[src/rtl/capctx_pkg.sv]
package capctx_pkg;
    typedef enum logic [1:0] {S_OFF, S_IDLE, S_CAPT} cap_state_e;

    localparam int A_CTRL = 0;
    localparam int A_LINE = 1;
    localparam int A_STAT = 2;
    localparam int A_IEN  = 3;
    localparam int A_FID  = 4;

    localparam int B_EN     = 0;
    localparam int B_MODE   = 1;
    localparam int B_UNLOCK = 4;
    localparam int CNT_LSB  = 8;
    localparam int EV_N     = 2;
endpackage

[src/rtl/capctx_regs.sv]
module capctx_regs
    import capctx_pkg::*;
#(
    parameter int CNT_W  = 8,
    parameter int LINE_W = 16,
    parameter int FID_W  = 16,
    parameter int DATA_W = 32,
    parameter int ADDR_W = 3
) (
    input  logic              clk,
    input  logic              rst_n,
    input  logic              wr_en,
    input  logic [ADDR_W-1:0] wr_addr,
    input  logic [DATA_W-1:0] wr_data,
    input  logic [ADDR_W-1:0] rd_addr,
    input  logic              frame_start,
    input  logic              cnt_expire,
    input  logic              set_cnt_evt,
    input  logic              set_line_evt,
    input  logic              ctx_on,
    input  logic [CNT_W-1:0]  act_cnt,
    input  logic [FID_W-1:0]  frame_id,
    output logic              pend_en,
    output logic              cnt_ld,
    output logic [CNT_W-1:0]  cnt_ld_val,
    output logic              act_mode,
    output logic [LINE_W-1:0] act_line,
    output logic              irq,
    output logic [DATA_W-1:0] rd_data
);
    logic              pend_mode;
    logic [LINE_W-1:0] pend_line;
    logic [EV_N-1:0]   status;
    logic [EV_N-1:0]   ien;
    logic [EV_N-1:0]   clr_mask;
    logic              wr_ctrl, wr_line, wr_stat, wr_ien;
    logic              unused_wd;

    assign unused_wd = ^wr_data;
    assign wr_ctrl   = wr_en && (wr_addr == ADDR_W'(A_CTRL));
    assign wr_line   = wr_en && (wr_addr == ADDR_W'(A_LINE));
    assign wr_stat   = wr_en && (wr_addr == ADDR_W'(A_STAT));
    assign wr_ien    = wr_en && (wr_addr == ADDR_W'(A_IEN));
    assign clr_mask  = wr_stat ? wr_data[EV_N-1:0] : '0;

    // shadowed control: pending copies, moved to active on frame start
    always_ff @(posedge clk or negedge rst_n) begin
        if (!rst_n) begin
            pend_en    <= 1'b0;
            pend_mode  <= 1'b0;
            pend_line  <= '0;
            cnt_ld     <= 1'b0;
            cnt_ld_val <= '0;
            act_mode   <= 1'b0;
            act_line   <= '0;
        end else begin
            if (frame_start) begin
                act_mode <= pend_mode;
                act_line <= pend_line;
                cnt_ld   <= 1'b0;
            end
            if (wr_ctrl) begin
                pend_en   <= wr_data[B_EN];
                pend_mode <= wr_data[B_MODE];
                if (wr_data[B_UNLOCK]) begin
                    cnt_ld_val <= wr_data[CNT_LSB +: CNT_W];
                    cnt_ld     <= 1'b1;
                end
            end
            if (wr_line)
                pend_line <= wr_data[LINE_W-1:0];
            if (cnt_expire)
                pend_en <= 1'b0;
        end
    end

    // events: set has priority over write-1-to-clear
    always_ff @(posedge clk or negedge rst_n) begin
        if (!rst_n) begin
            status <= '0;
            ien    <= '0;
        end else begin
            status <= (status & ~clr_mask) | {set_line_evt, set_cnt_evt};
            if (wr_ien)
                ien <= wr_data[EV_N-1:0];
        end
    end

    assign irq = |(status & ien);

    always_comb begin
        rd_data = '0;
        unique case (rd_addr)
            ADDR_W'(A_CTRL): begin
                rd_data[B_EN]              = ctx_on;
                rd_data[B_MODE]            = act_mode;
                rd_data[CNT_LSB +: CNT_W]  = act_cnt;
            end
            ADDR_W'(A_LINE): rd_data[LINE_W-1:0] = act_line;
            ADDR_W'(A_STAT): rd_data[EV_N-1:0]   = status;
            ADDR_W'(A_IEN):  rd_data[EV_N-1:0]   = ien;
            ADDR_W'(A_FID):  rd_data[FID_W-1:0]  = frame_id;
            default:         rd_data = '0;
        endcase
    end
endmodule

[src/rtl/capctx_fsm.sv]
module capctx_fsm
    import capctx_pkg::*;
#(
    parameter int CNT_W = 8,
    parameter int FID_W = 16
) (
    input  logic             clk,
    input  logic             rst_n,
    input  logic             frame_start,
    input  logic             frame_end,
    input  logic [FID_W-1:0] frame_num_in,
    input  logic             pend_en,
    input  logic             cnt_ld,
    input  logic [CNT_W-1:0] cnt_ld_val,
    output cap_state_e       state,
    output logic             cnt_expire,
    output logic [CNT_W-1:0] act_cnt,
    output logic [FID_W-1:0] frame_id,
    output logic             ev_count
);
    localparam logic [CNT_W-1:0] CNT_ONE = CNT_W'(1);

    cap_state_e nxt;
    logic       end_of_capt;

    assign end_of_capt = (state == S_CAPT) && frame_end && !frame_start;
    assign cnt_expire  = end_of_capt && (act_cnt == CNT_ONE);

    always_comb begin
        nxt = state;
        unique case (state)
            S_OFF, S_IDLE: begin
                if (frame_start)
                    nxt = pend_en ? S_CAPT : S_OFF;
            end
            S_CAPT: begin
                if (frame_start)
                    nxt = pend_en ? S_CAPT : S_OFF;
                else if (frame_end)
                    nxt = cnt_expire ? S_OFF : S_IDLE;
            end
            default: nxt = S_OFF;
        endcase
    end

    // state register
    always_ff @(posedge clk or negedge rst_n) begin
        if (!rst_n)
            state <= S_OFF;
        else
            state <= nxt;
    end

    // outputs: remaining count, frame identifier, quota event
    always_ff @(posedge clk or negedge rst_n) begin
        if (!rst_n) begin
            act_cnt  <= '0;
            frame_id <= '0;
            ev_count <= 1'b0;
        end else begin
            ev_count <= cnt_expire;
            if (frame_start) begin
                if (cnt_ld)
                    act_cnt <= cnt_ld_val;
                if (pend_en)
                    frame_id <= frame_num_in;
            end else if (end_of_capt && act_cnt != '0) begin
                act_cnt <= act_cnt - CNT_ONE;
            end
        end
    end
endmodule

[src/rtl/capctx_line.sv]
module capctx_line #(
    parameter int LINE_W = 16
) (
    input  logic              clk,
    input  logic              rst_n,
    input  logic              frame_start,
    input  logic              line_end,
    input  logic              in_capt,
    input  logic              mode_mod,
    input  logic [LINE_W-1:0] line_pos,
    output logic              ev_line
);
    localparam logic [LINE_W-1:0] LN_MAX = '1;

    logic [LINE_W-1:0] ln_cnt;
    logic [LINE_W:0]   ln_next;
    logic              step, hit;

    assign step    = line_end && in_capt && !frame_start;
    assign ln_next = {1'b0, ln_cnt} + 1'b1;
    assign hit     = (line_pos != '0) && (ln_next == {1'b0, line_pos});

    always_ff @(posedge clk or negedge rst_n) begin
        if (!rst_n) begin
            ln_cnt  <= '0;
            ev_line <= 1'b0;
        end else begin
            ev_line <= step && hit;
            if (frame_start)
                ln_cnt <= '0;
            else if (step) begin
                if (hit && mode_mod)
                    ln_cnt <= '0;
                else if (ln_cnt != LN_MAX)
                    ln_cnt <= ln_next[LINE_W-1:0];
            end
        end
    end
endmodule

[src/rtl/capctx_ctrl.sv]
module capctx_ctrl
    import capctx_pkg::*;
#(
    parameter int CNT_W  = 8,
    parameter int LINE_W = 16,
    parameter int FID_W  = 16,
    parameter int DATA_W = 32,
    parameter int ADDR_W = 3
) (
    input  logic              clk,
    input  logic              rst_n,
    input  logic              wr_en,
    input  logic [ADDR_W-1:0] wr_addr,
    input  logic [DATA_W-1:0] wr_data,
    input  logic [ADDR_W-1:0] rd_addr,
    output logic [DATA_W-1:0] rd_data,
    input  logic              frame_start,
    input  logic              frame_end,
    input  logic              line_end,
    input  logic [FID_W-1:0]  frame_num_in,
    output logic              capturing,
    output logic [FID_W-1:0]  frame_id,
    output logic              ev_count,
    output logic              ev_line,
    output logic              irq
);
    cap_state_e        state;
    logic              pend_en, cnt_ld, cnt_expire, act_mode;
    logic [CNT_W-1:0]  cnt_ld_val, act_cnt;
    logic [LINE_W-1:0] act_line;

    assign capturing = (state == S_CAPT);

    capctx_regs #(
        .CNT_W(CNT_W), .LINE_W(LINE_W), .FID_W(FID_W),
        .DATA_W(DATA_W), .ADDR_W(ADDR_W)
    ) u_regs (
        .clk(clk), .rst_n(rst_n),
        .wr_en(wr_en), .wr_addr(wr_addr), .wr_data(wr_data), .rd_addr(rd_addr),
        .frame_start(frame_start), .cnt_expire(cnt_expire),
        .set_cnt_evt(ev_count), .set_line_evt(ev_line),
        .ctx_on(state != S_OFF), .act_cnt(act_cnt), .frame_id(frame_id),
        .pend_en(pend_en), .cnt_ld(cnt_ld), .cnt_ld_val(cnt_ld_val),
        .act_mode(act_mode), .act_line(act_line),
        .irq(irq), .rd_data(rd_data)
    );

    capctx_fsm #(.CNT_W(CNT_W), .FID_W(FID_W)) u_fsm (
        .clk(clk), .rst_n(rst_n),
        .frame_start(frame_start), .frame_end(frame_end), .frame_num_in(frame_num_in),
        .pend_en(pend_en), .cnt_ld(cnt_ld), .cnt_ld_val(cnt_ld_val),
        .state(state), .cnt_expire(cnt_expire), .act_cnt(act_cnt),
        .frame_id(frame_id), .ev_count(ev_count)
    );

    capctx_line #(.LINE_W(LINE_W)) u_line (
        .clk(clk), .rst_n(rst_n),
        .frame_start(frame_start), .line_end(line_end), .in_capt(capturing),
        .mode_mod(act_mode), .line_pos(act_line), .ev_line(ev_line)
    );
endmodule

[config.mk]
export PLATFORM = sky130hd
export DESIGN_NAME = capctx_ctrl
export DESIGN_NICKNAME = d
export VERILOG_FILES = /design/src/rtl/capctx_pkg.sv /design/src/rtl/capctx_regs.sv /design/src/rtl/capctx_fsm.sv /design/src/rtl/capctx_line.sv /design/src/rtl/capctx_ctrl.sv
export SDC_FILE = /design/constraint.sdc
export NUM_CORES = 1
export LEC_CHECK = 0
export ABC_AREA = 1
export BUFFER_PORTS_ARGS = -buffer_cell sky130_fd_sc_hd__buf_2
export CORE_ASPECT_RATIO = 1.4
export CORE_MARGIN = 3
export CORE_UTILIZATION = 50
export CTS_CLUSTER_SIZE = 14
export DETAILED_ROUTE_END_ITERATION = 6
export GPL_ROUTABILITY_DRIVEN = 0
export PLACE_DENSITY = 0.74
export SYNTH_ARGS = -nofsm -noshare
export SYNTH_HDL_FRONTEND = slang
export SYNTH_SLANG_ARGS = --single-unit
[constraint.sdc]
create_clock -name clk -period 2.8 [get_ports clk]
set_clock_uncertainty 0.1 [all_clocks]
set_input_delay 0.42 -clock clk [delete_from_list [all_inputs] [get_ports clk]]
set_output_delay 0.42 -clock clk [all_outputs]
set_load 0.02 [all_outputs]
==> results of run 1 <==
[registers in the layout, indices dropped and copies added (netlist names), 2 cells and up]
name,cells
u_fsm.act_cnt,8
u_regs.act_line,16
u_fsm.frame_id,16
u_regs.cnt_ld_val,8
u_line.ln_cnt,16
u_regs.pend_line,16
u_regs.status,2
u_regs.ien,2
u_fsm.state,2
[layout by cell type (no fill, tap or decap), types with 6 or more instances in the layout]
cell / n
nand2_1: 185
dfrtp_1: 92
inv_1: 85
buf_2: 78
o21ai_0: 60
nand3_1: 35
nor2_1: 34
nand4_1: 22
mux2_2: 22
conb_1: 16
o221ai_1: 11
clkbuf_16: 9
a21oi_1: 7
nand2_2: 6
nor2_4: 6
buf_4: 6
[metrics by stage]
| stage | util | setup slack [ps] | std cells | total power [mW] | hold WS, ps |
|---|---|---|---|---|---|
| 3_3_place_gp | 0.560 | 515 | 840 | 2.88 | 308 |
| 3_5_place_dp | 0.560 | 395 | 840 | 2.92 | 317 |
| 6_report | 0.594 | 392 | 857 | 4.24 | 209 |
| 4_1_cts | 0.594 | 455 | 856 | 4.25 | 205 |
| 5_1_grt | 0.594 | 137 | 856 | 4.45 | 208 |
| 2_1_floorplan | - | 818 | 654 | 2.52 | 24.4 |
[area by class of cell]
type | instances | area [µm²]
Inverter | 87 | 327
Tap cell | 135 | 169
Sequential cell | 92 | 2300
Multi-Input combinational cell | 441 | 2320
Clock buffer | 11 | 253
Fill cell | 886 | 4040
Timing Repair Buffer | 86 | 465
Antenna cell | 1 | 2.50
Clock inverter | 4 | 72.6
[worst max-delay path: stages (launching register included)]
cell	delay [ps]
dfrtp_1	470
ha_1	250
nand3_2	140
nor2_1	210
nand3_1	90
nand2_1	70
nand2_1	100
nand2_1	80
nand3_1	80
nor2_2	150
nand4_4	300
nand4_1	180
nand2_1	70
[worst max path at each step]
stage                           from                end  slack [ps]  depth (start not counted)
CTS                 u_line.ln_cnt[0]   u_line.ln_cnt[5]         460                         12
floorplan             u_fsm.state[0]   u_fsm.act_cnt[7]         820                          8
finish              u_line.ln_cnt[0]   u_line.ln_cnt[8]         390                         12
global route        u_line.ln_cnt[0]  u_line.ln_cnt[11]         140                         12
detailed placement       frame_start   u_fsm.act_cnt[3]         390                          6
global placement    u_line.ln_cnt[0]   u_line.ln_cnt[1]         510                         12
[routing by layer]
layer,global-route usage,wire length [µm],up-vias,share of wire
met3,0.0373,666,52,0.049
met1,0.264,5060,2136,0.38
met5,0,0,-,0
met2,0.435,7030,182,0.52
li1,-,-,2203,-
met4,0.157,715,0,0.053
[report_power, final]
part	internal, mW	switching, mW	total [mW]
Clock	0.824	0.504	1.33
Sequential	1.60	0.194	1.79
Combinational	0.389	0.733	1.12
[cell families after synthesis]
kind of cell / Yosys count / synth area share
buffers and inverters: 121 / 0.103
AOI/OAI and AO/OA: 92 / 0.107
DFF: 92 / 0.452
xor gates and xnor gates: 6 / 0.0133
adders and majority gates: 3 / 0.00737
muxes: 22 / 0.0486
and+or+nand+nor: 302 / 0.268
other: 1 / 0.000736
[repair_timing]
item                                    4_1_cts  5_1_grt
endpoints found under the setup margin        0        0
endpoints found under the hold margin        34        0
hold buffers                                  1        0
==> flow_summary_export.csv, run 1 <==
group,metric,value,unit
status,status,"completed",
grt,grt_usage,0.243,
timing,setup_violations,0,
logic_synthesis,synthTopCellsByCount,"185 x nand2_1, 92 x dfrtp_1, 85 x inv_1, 60 x o21ai_0, 35 x nand3_1",
final_layout,nets,780,
clock_network,clock-root-buffer,"clkbuf_16",
worst_setup_path,worstSetupPathType,"flip-flop to flip-flop",
worst_setup_path,crit_fanout,16,
drt,drt-total-wl,13500,µm
flow_run,cap_violations,0,
drt,num_vias,4573,
timing,hold_viol,0,
logic_synthesis,ys_seq_area_frac,0.452,
logic_synthesis,synth.most_common_cell,"nand2_1",
grt,antenna_found_initial,0,
clock_network,cts_sinks,92,
logic_synthesis,syn_area,5100,µm²
logic_synthesis,synth_edf_count,0,
worst_setup_path,reg2reg_from,"u_line.ln_cnt[0]",
logic_synthesis,ys_ff_latch,92,
die,rows,43,
grt,grt.overflow.total,0,
grt,grt_pass1_wl,22100,µm
timing,maxSlewHeadroom,0.155,
drt,first_pass_iters,5,
final_layout,drive_above_1_share,0.205,
clock_network,clkTransAtPathRegs,60,ps
drt,post_drt_wl_per_cell,15.7,µm
die,io_pins,112,
worst_hold_path,hp-start,"frame_num_in[6]",
place,portBuffers,79,
worst_setup_path,worstSetupStartpointType,"flip-flop",
logic_synthesis,synth.area.top_cells,"dfrtp_1 45%, nand2_1 14%, inv_1 6.3%, o21ai_0 5.9%, mux2_2 4.9%",
drt,antenna_left,0,
timing,tightestPinTransition,1250,ps
clock_network,cts_tree,"built",
worst_setup_path,worstPathArrival,2530,ps
grt,first_global_vias,4546,
drt,via_per_inst,5.34,
die,core,9950,µm²
timing,rsz0062_at_grt,"false",
timing,drv_slew,0,
logic_synthesis,synthArstFlopShare,1.00,
clock_network,cts_made_buffers,9,
die,die_h,125,µm
logic_synthesis,synth_area_per_cell,7.98,µm²
timing,fin_crit_sh,0.860,
logic_synthesis,ys_types,40,
clock_network,cts.htree.levels,3,
power_and_ir_drop,ir_worst_vdd,0.456,mV
logic_synthesis,synth_top_flop_cell,"dfrtp_1",
place,place_area,5580,µm²
worst_setup_path,reg2reg_depth,12,
place,hpwl,10000,µm
worst_setup_path,cp.required,2930,ps
clock_network,clk_latency,340,ps
final_layout,area_growth,16.1,%
worst_hold_path,hold_path_class,"primary input to flip-flop",
die,start_util,0.512,
logic_synthesis,synth_cells,639,
clock_network,clock_path_buffers,2,
power_and_ir_drop,p_per_area,717,nW/µm²
timing,tns,0,ps
grt,grt_max_degree,59,
clock_network,cts_setup_buffers,0,
clock_network,cts_resized,0,
timing,period_needed,2410,ps
die,die_w,91.3,µm
worst_setup_path,rr_endpoint,"u_line.ln_cnt[8]",
die,dieArea,11500,µm²
final_layout,final_area,5920,µm²
drt,drtIter0Drc,314,
worst_hold_path,min_delay_path_depth,2,
worst_setup_path,rrSetupSlack,390,ps
drt,drc,0,
timing,fmax,415,MHz
logic_synthesis,synth_top_area_frac,0.452,
worst_hold_path,whs_endpoint,"u_fsm.frame_id[6]",
logic_synthesis,synth_top_cell_by_area,"dfrtp_1",
logic_synthesis,synth_warnings,0,
worst_setup_path,cp-end-kind,"flip-flop",
power_and_ir_drop,leakage,3.08,nW
(Power assumes the default switching activity.)
==> run 2: changes to the inputs <==
Settings changed: RECOVER_POWER from default to 50.
==> flow_summary_export.csv, run 2 (same netlist as run 1, synthesis figures left out) <==
group,metric,value,unit
power_and_ir_drop,power.share.sequential,0.424,
power_and_ir_drop,leakage,3.01,nW
grt,grt_max_degree,59,
die,rows,43,
grt,grt_usage,0.243,
worst_setup_path,cp.required,2920,ps
drt,drc,0,
place,hpwl,10000,µm
drt,num_vias,4590,
drt,drtIter0Drc,282,
worst_setup_path,reg2reg_depth,12,
worst_setup_path,worstSetupPathType,"flip-flop to flip-flop",
place,portBuffers,79,
clock_network,clk_latency,340,ps
worst_setup_path,cp-startpoint,"u_line.ln_cnt[0]",
timing,period_needed,2410,ps
final_layout,nets,780,
status,violations,"capacitance limit, slew limit",
worst_setup_path,cp_common_cell,"nand2_1",
die,dieArea,11500,µm²
die,die_h,125,µm
worst_setup_path,cp-end-kind,"flip-flop",
grt,grt_pass1_wl,22100,µm
worst_setup_path,cp.depth,12,
timing,fin_crit_sh,0.859,
timing,tns,0,ps
final_layout,final_cell_mix,"185 x nand2_1, 92 x dfrtp_1, 85 x inv_1",
flow_run,cap_violations,1,
die,start_util,0.512,
final_layout,final_area,5860,µm²
worst_setup_path,worstPathArrival,2530,ps
power_and_ir_drop,swShare,0.339,
worst_setup_path,rrSetupSlack,390,ps
power_and_ir_drop,p_int,2.79,mW
timing,tightestPinTransition,1570,ps
worst_setup_path,cp_num_buf_inv,0,
die,core,9950,µm²
grt,grt.overflow.total,0,
grt,antenna_found_initial,0,
drt,antenna_left,0,
drt,drt-total-wl,13400,µm
drt,first_pass_iters,5,
clock_network,cts_sinks,92,
final_layout,layout_commonest_cell,"nand2_1",
timing,drv_slew,33,
clock_network,clkTransAtPathRegs,60,ps
power_and_ir_drop,ir_worst_vdd,0.453,mV
drt,via_per_inst,5.36,
timing,rsz0062_at_grt,"false",
worst_hold_path,hp-start,"frame_num_in[6]",
worst_setup_path,rr_endpoint,"u_line.ln_cnt[5]",
worst_setup_path,worstSetupStartpointType,"flip-flop",
worst_setup_path,cpPeakStageDelay,460,ps
die,die_w,91.3,µm
final_layout,area_growth,15.0,%
clock_network,cts_made_buffers,9,
final_layout,finalNonFillerCells,856,
timing,maxSlewHeadroom,-0.0477,
timing,holdWs,208,ps
power_and_ir_drop,p_clk_frac,0.316,
final_layout,drive_above_1_share,0.173,
clock_network,cts_setup_buffers,0,
power_and_ir_drop,power,4.22,mW
clock_network,cts_resized,0,
power_and_ir_drop,switchingPower,1.43,mW
place,place_area,5580,µm²
worst_hold_path,hold_path_class,"primary input to flip-flop",
clock_network,cts_tree,"built",
worst_setup_path,critical_path.endpoint,"u_line.ln_cnt[5]",
power_and_ir_drop,p_per_area,719,nW/µm²
timing,hold_viol,0,
worst_setup_path,crit_slowest_cell,"dfrtp_1",
clock_network,clock_path_buffers,2,
die,io_pins,112,
timing,fmax,416,MHz
place,dp_cells,840,
grt,first_global_vias,4546,
clock_network,clock-root-buffer,"clkbuf_16",
worst_setup_path,critical_path.cell_chain,"ha_1 > nand3_2 > nor2_1 > nand3_1 > nand2_1 > nand2_1 > nand2_1 > nand3_1 > nor2_2 > nand4_4 > nand4_1 > nand2_1",
final_layout,num_antenna_cells,0,
worst_setup_path,crit_family,"simple AND/OR/NAND/NOR gates",
drt,post_drt_wl_per_cell,15.6,µm
clock_network,cts.htree.levels,3,
worst_setup_path,reg2reg_from,"u_line.ln_cnt[0]",
status,status,"complete, but fails checks",
worst_setup_path,crit_fanout,16,
timing,setup_violations,0,
power_and_ir_drop,pwr-share-comb,0.260,
## run 2: changes by cell type in the layout (fill, tap and decap cells not counted), sizes merged
| cell | delta |
|---|---|
| buf | -25 |
| clkbuf | +25 |
| diode | -1 |
## run 2: repair_timing
action | 4_1_cts | 5_1_grt
hold endpoints to repair | 34 | 0
setup endpoints to repair | 0 | 0
hold buffers | 1 | 0
## run 2: worst min-delay path by stage
| stage | cells after the start | end |
|---|---|---|
| final | 2 | u_fsm.frame_id[6] |
| after global routing | 2 | u_regs.pend_line[6] |
| after CTS | 2 | u_fsm.frame_id[6] |
| after floorplan | 0 | u_fsm.act_cnt[0] |
| after global placement | 1 | u_line.ln_cnt[0] |
| after detailed placement | 1 | u_line.ln_cnt[0] |
## run 2: power by group through the flow
stage / Clock, mW / Combinational, mW / Sequential, mW
after global placement: 0 / 1.08 / 1.79
after detailed placement: 0 / 1.11 / 1.80
after global routing: 1.39 / 1.22 / 1.82
after CTS: 1.34 / 1.12 / 1.78
after floorplan: 0 / 0.692 / 1.83
final: 1.33 / 1.10 / 1.79
## run 2: stage by stage
step	worst slack, ps	utilization
floorplan	818	-
detailed placement	395	0.560
global placement	515	0.560
finish	394	0.589
CTS	455	0.594
global route	116	0.589
## run 2: metal layers
layer | wire length [µm] | GRT usage
met1 | 4850 | 0.264
met2 | 7030 | 0.435
met3 | 747 | 0.0373
met4 | 738 | 0.157
met5 | 0 | 0
## run 2: area by class of cell
class	count	area, µm²
Clock buffer	11	253
Clock inverter	4	72.6
Fill cell	903	4090
Inverter	87	327
Multi-Input combinational cell	441	2320
Sequential cell	92	2300
Tap cell	135	169
Timing Repair Buffer	86	414
==> run 3: changes to the inputs <==
Settings changed: CTS_CLUSTER_SIZE 14 to 40, SETUP_SLACK_MARGIN from default to 0.5, SYNTH_HIERARCHICAL from default to 1.
==> flow_summary_export.csv, run 3 <==
group,metric,value,unit
final_layout,layout_commonest_cell,"nand2_1",
grt,grt_usage,0.252,
logic_synthesis,synth_top_cell_by_area,"dfrtp_1",
power_and_ir_drop,p_clk_frac,0.267,
logic_synthesis,synth_compound_area_frac,0.0858,
timing,fin_crit_sh,0.822,
timing,hold_viol,0,
timing,period_needed,2300,ps
power_and_ir_drop,pwr-share-comb,0.316,
final_layout,num_antenna_cells,0,
worst_setup_path,cp-end-kind,"flip-flop",
logic_synthesis,synth_xor_xnor_area_share,0.0131,
drt,drt-total-wl,15200,µm
worst_setup_path,cp_num_buf_inv,3,
clock_network,cts_made_buffers,9,
logic_synthesis,synth_cells,734,
power_and_ir_drop,swShare,0.388,
clock_network,cts_sinks,92,
die,dieArea,12400,µm²
drt,post_drt_wl_per_cell,15.8,µm
die,rows,44,
logic_synthesis,synth_warnings,6,
timing,tns,0,ps
logic_synthesis,muxShareOfSynthArea,0.0203,
clock_network,clk_latency,340,ps
drt,antenna_left,0,
place,portBuffers,79,
logic_synthesis,ys_seq_area_frac,0.415,
timing,setup_violations,0,
grt,first_global_vias,5030,
power_and_ir_drop,p_int,2.86,mW
final_layout,area_growth,15.2,%
logic_synthesis,synthTopCellsByCount,"249 x nand2_1, 92 x dfrtp_1, 77 x inv_1, 65 x nand3_1, 34 x nor2_1",
logic_synthesis,synth.most_common_cell,"nand2_1",
power_and_ir_drop,power.share.sequential,0.417,
worst_setup_path,cp_common_cell,"nand2_1",
grt,grt_max_degree,63,
die,start_util,0.523,
die,io_pins,112,
final_layout,final_cell_mix,"238 x nand2_1, 86 x dfrtp_1, 76 x inv_1",
timing,setup_slack,497,ps
worst_setup_path,critical_path.cell_chain,"clkbuf_1 > nand2_1 > clkbuf_2 > inv_2 > nand2_1 > nand2_1",
drt,first_pass_iters,7,
final_layout,drive_above_1_share,0.231,
logic_synthesis,synthArstFlopShare,1.00,
timing,maxSlewHeadroom,0.129,
clock_network,cts.htree.levels,3,
logic_synthesis,ys_types,45,
worst_setup_path,crit_slowest_cell,"clkbuf_1",
logic_synthesis,synth_top_area_frac,0.415,
drt,via_per_inst,5.46,
drt,drc,0,
power_and_ir_drop,leakage,3.32,nW
clock_network,clock_path_buffers,2,
worst_setup_path,worstSetupStartpointType,"primary input",
final_layout,finalNonFillerCells,962,
worst_setup_path,cp.required,2980,ps
worst_setup_path,crit_fanout,26,
final_layout,final_area,6400,µm²
die,die_w,95.1,µm
final_layout,nets,883,
place,place_area,5980,µm²
logic_synthesis,synth_top_flop_cell,"dfrtp_1",
drt,num_vias,5249,
power_and_ir_drop,switchingPower,1.81,mW
worst_hold_path,hold_path_class,"primary input to flip-flop",
power_and_ir_drop,ir_worst_vdd,0.470,mV
power_and_ir_drop,p_per_area,729,nW/µm²
logic_synthesis,yosys.area_share.simple,0.353,
logic_synthesis,synthAdderAreaFrac,0.00901,
worst_setup_path,worstSetupPathType,"primary input to flip-flop",
grt,antenna_found_initial,0,
grt,grt_pass1_wl,24300,µm
drt,drtIter0Drc,394,
timing,fmax,434,MHz
flow_run,cap_violations,0,
clock_network,cts_tree,"built",
timing,tightestPinTransition,1310,ps
logic_synthesis,synth_edf_count,0,
worst_setup_path,cpPeakStageDelay,930,ps
timing,drv_slew,0,
place,dp_cells,938,
clock_network,clkTransAtPathRegs,70,ps
grt,grt.overflow.total,0,
logic_synthesis,synth.area.top_cells,"dfrtp_1 41%, nand2_1 17%, nand3_1 5.9%, inv_1 5.2%, o21ai_0 3.0%",
place,hpwl,11000,µm
timing,rsz0062_at_grt,"true",
timing,holdWs,176,ps
power_and_ir_drop,power,4.67,mW
logic_synthesis,ys_ff_latch,92,
place,dp_slack,433,ps
logic_synthesis,synth_top_family_by_area,"simple AND/OR/NAND/NOR gates",
status,status,"completed",
logic_synthesis,syn_area,5550,µm²
final_layout,fillers,942,
die,die_h,131,µm
die,core,10600,µm²
logic_synthesis,synth_area_per_cell,7.57,µm²
worst_setup_path,crit_family,"buffers and inverters",
clock_network,clock-root-buffer,"clkbuf_16",
final_layout,post-route-util,0.602,
worst_setup_path,worstPathArrival,2480,ps
run 3: cell types whose count changed after synthesis, sizes merged, moves of 6 or more:
cell    previous run  this run
buf               21        28
or2                0         7
o221ai            11         0
nand2            192       261
a21oi              7        13
mux2              22        10
nand3             39        74
clkbuf            13         4
nor3               3        11
run 3: logic make-up after synthesis:
logic type	count (synthesis)
AOI/OAI and AO/OA	80
xor gates and xnor gates	5
adders and majority gates	4
buffers and inverters	120
DFF	92
muxes	10
other	1
and+or+nand+nor	422
run 3: layer usage:
layer | share of wire | global-route usage | routed length (µm)
met5 | 0 | 0 | 0
met4 | 0.036 | 0.127 | 553
met3 | 0.059 | 0.0470 | 899
met2 | 0.53 | 0.427 | 8010
met1 | 0.38 | 0.304 | 5760
run 3: cell type report:
type	instances	area (µm²)	share of cell area
clock buffers	11	243	0.0379
clock inverters	5	60.1	0.00939
repair buffers	90	484	0.0757
flip-flops and latches	92	2310	0.361
well taps	138	173	0.0270
multi-input cells	538	2790	0.437
inverters	88	333	0.0520
run 3: repair_timing:
action,in CTS,in global routing
endpoints found under the setup margin,16,17
endpoints found under the hold margin,30,0
resized for setup,3,35
hold buffers,1,0
gates cloned,1,0
buffers inserted,1,5
pin swaps,2,17
run 3: tightest hold or removal path: stages:
cell and delay [ps]:
buf_2 70, nand2_1 40, nand2_1 50
run 3: path summary, 6_finish.rpt:
path	startpoint	endpoint	slack, ps	depth (start not counted)
worst max-delay path	frame_start	u_fsm/frame_id[15]	500	6
worst min-delay path	frame_num_in[1]	u_fsm/frame_id[1]	180	3
worst max register to register	u_line/ln_cnt[0]	u_line/ln_cnt[11]	570	12
worst min register to register	u_regs/pend_line[6]	u_regs/pend_line[6]	370	2
max in group asynchronous	rst_n	u_regs/act_line[11]	1490	3
min in group asynchronous	rst_n	u_fsm/frame_id[3]	460	2
run 3: power groups by stage:
stage          Sequential, mW  Combinational (mW)  Clock [mW]
2_1_floorplan            1.94               0.968           0
3_3_place_gp             1.95                1.36           0
6_report                 1.95                1.48        1.24
5_1_grt                  2.00                1.64        1.33
3_5_place_dp             1.96                1.41           0
4_1_cts                  1.94                1.44        1.26
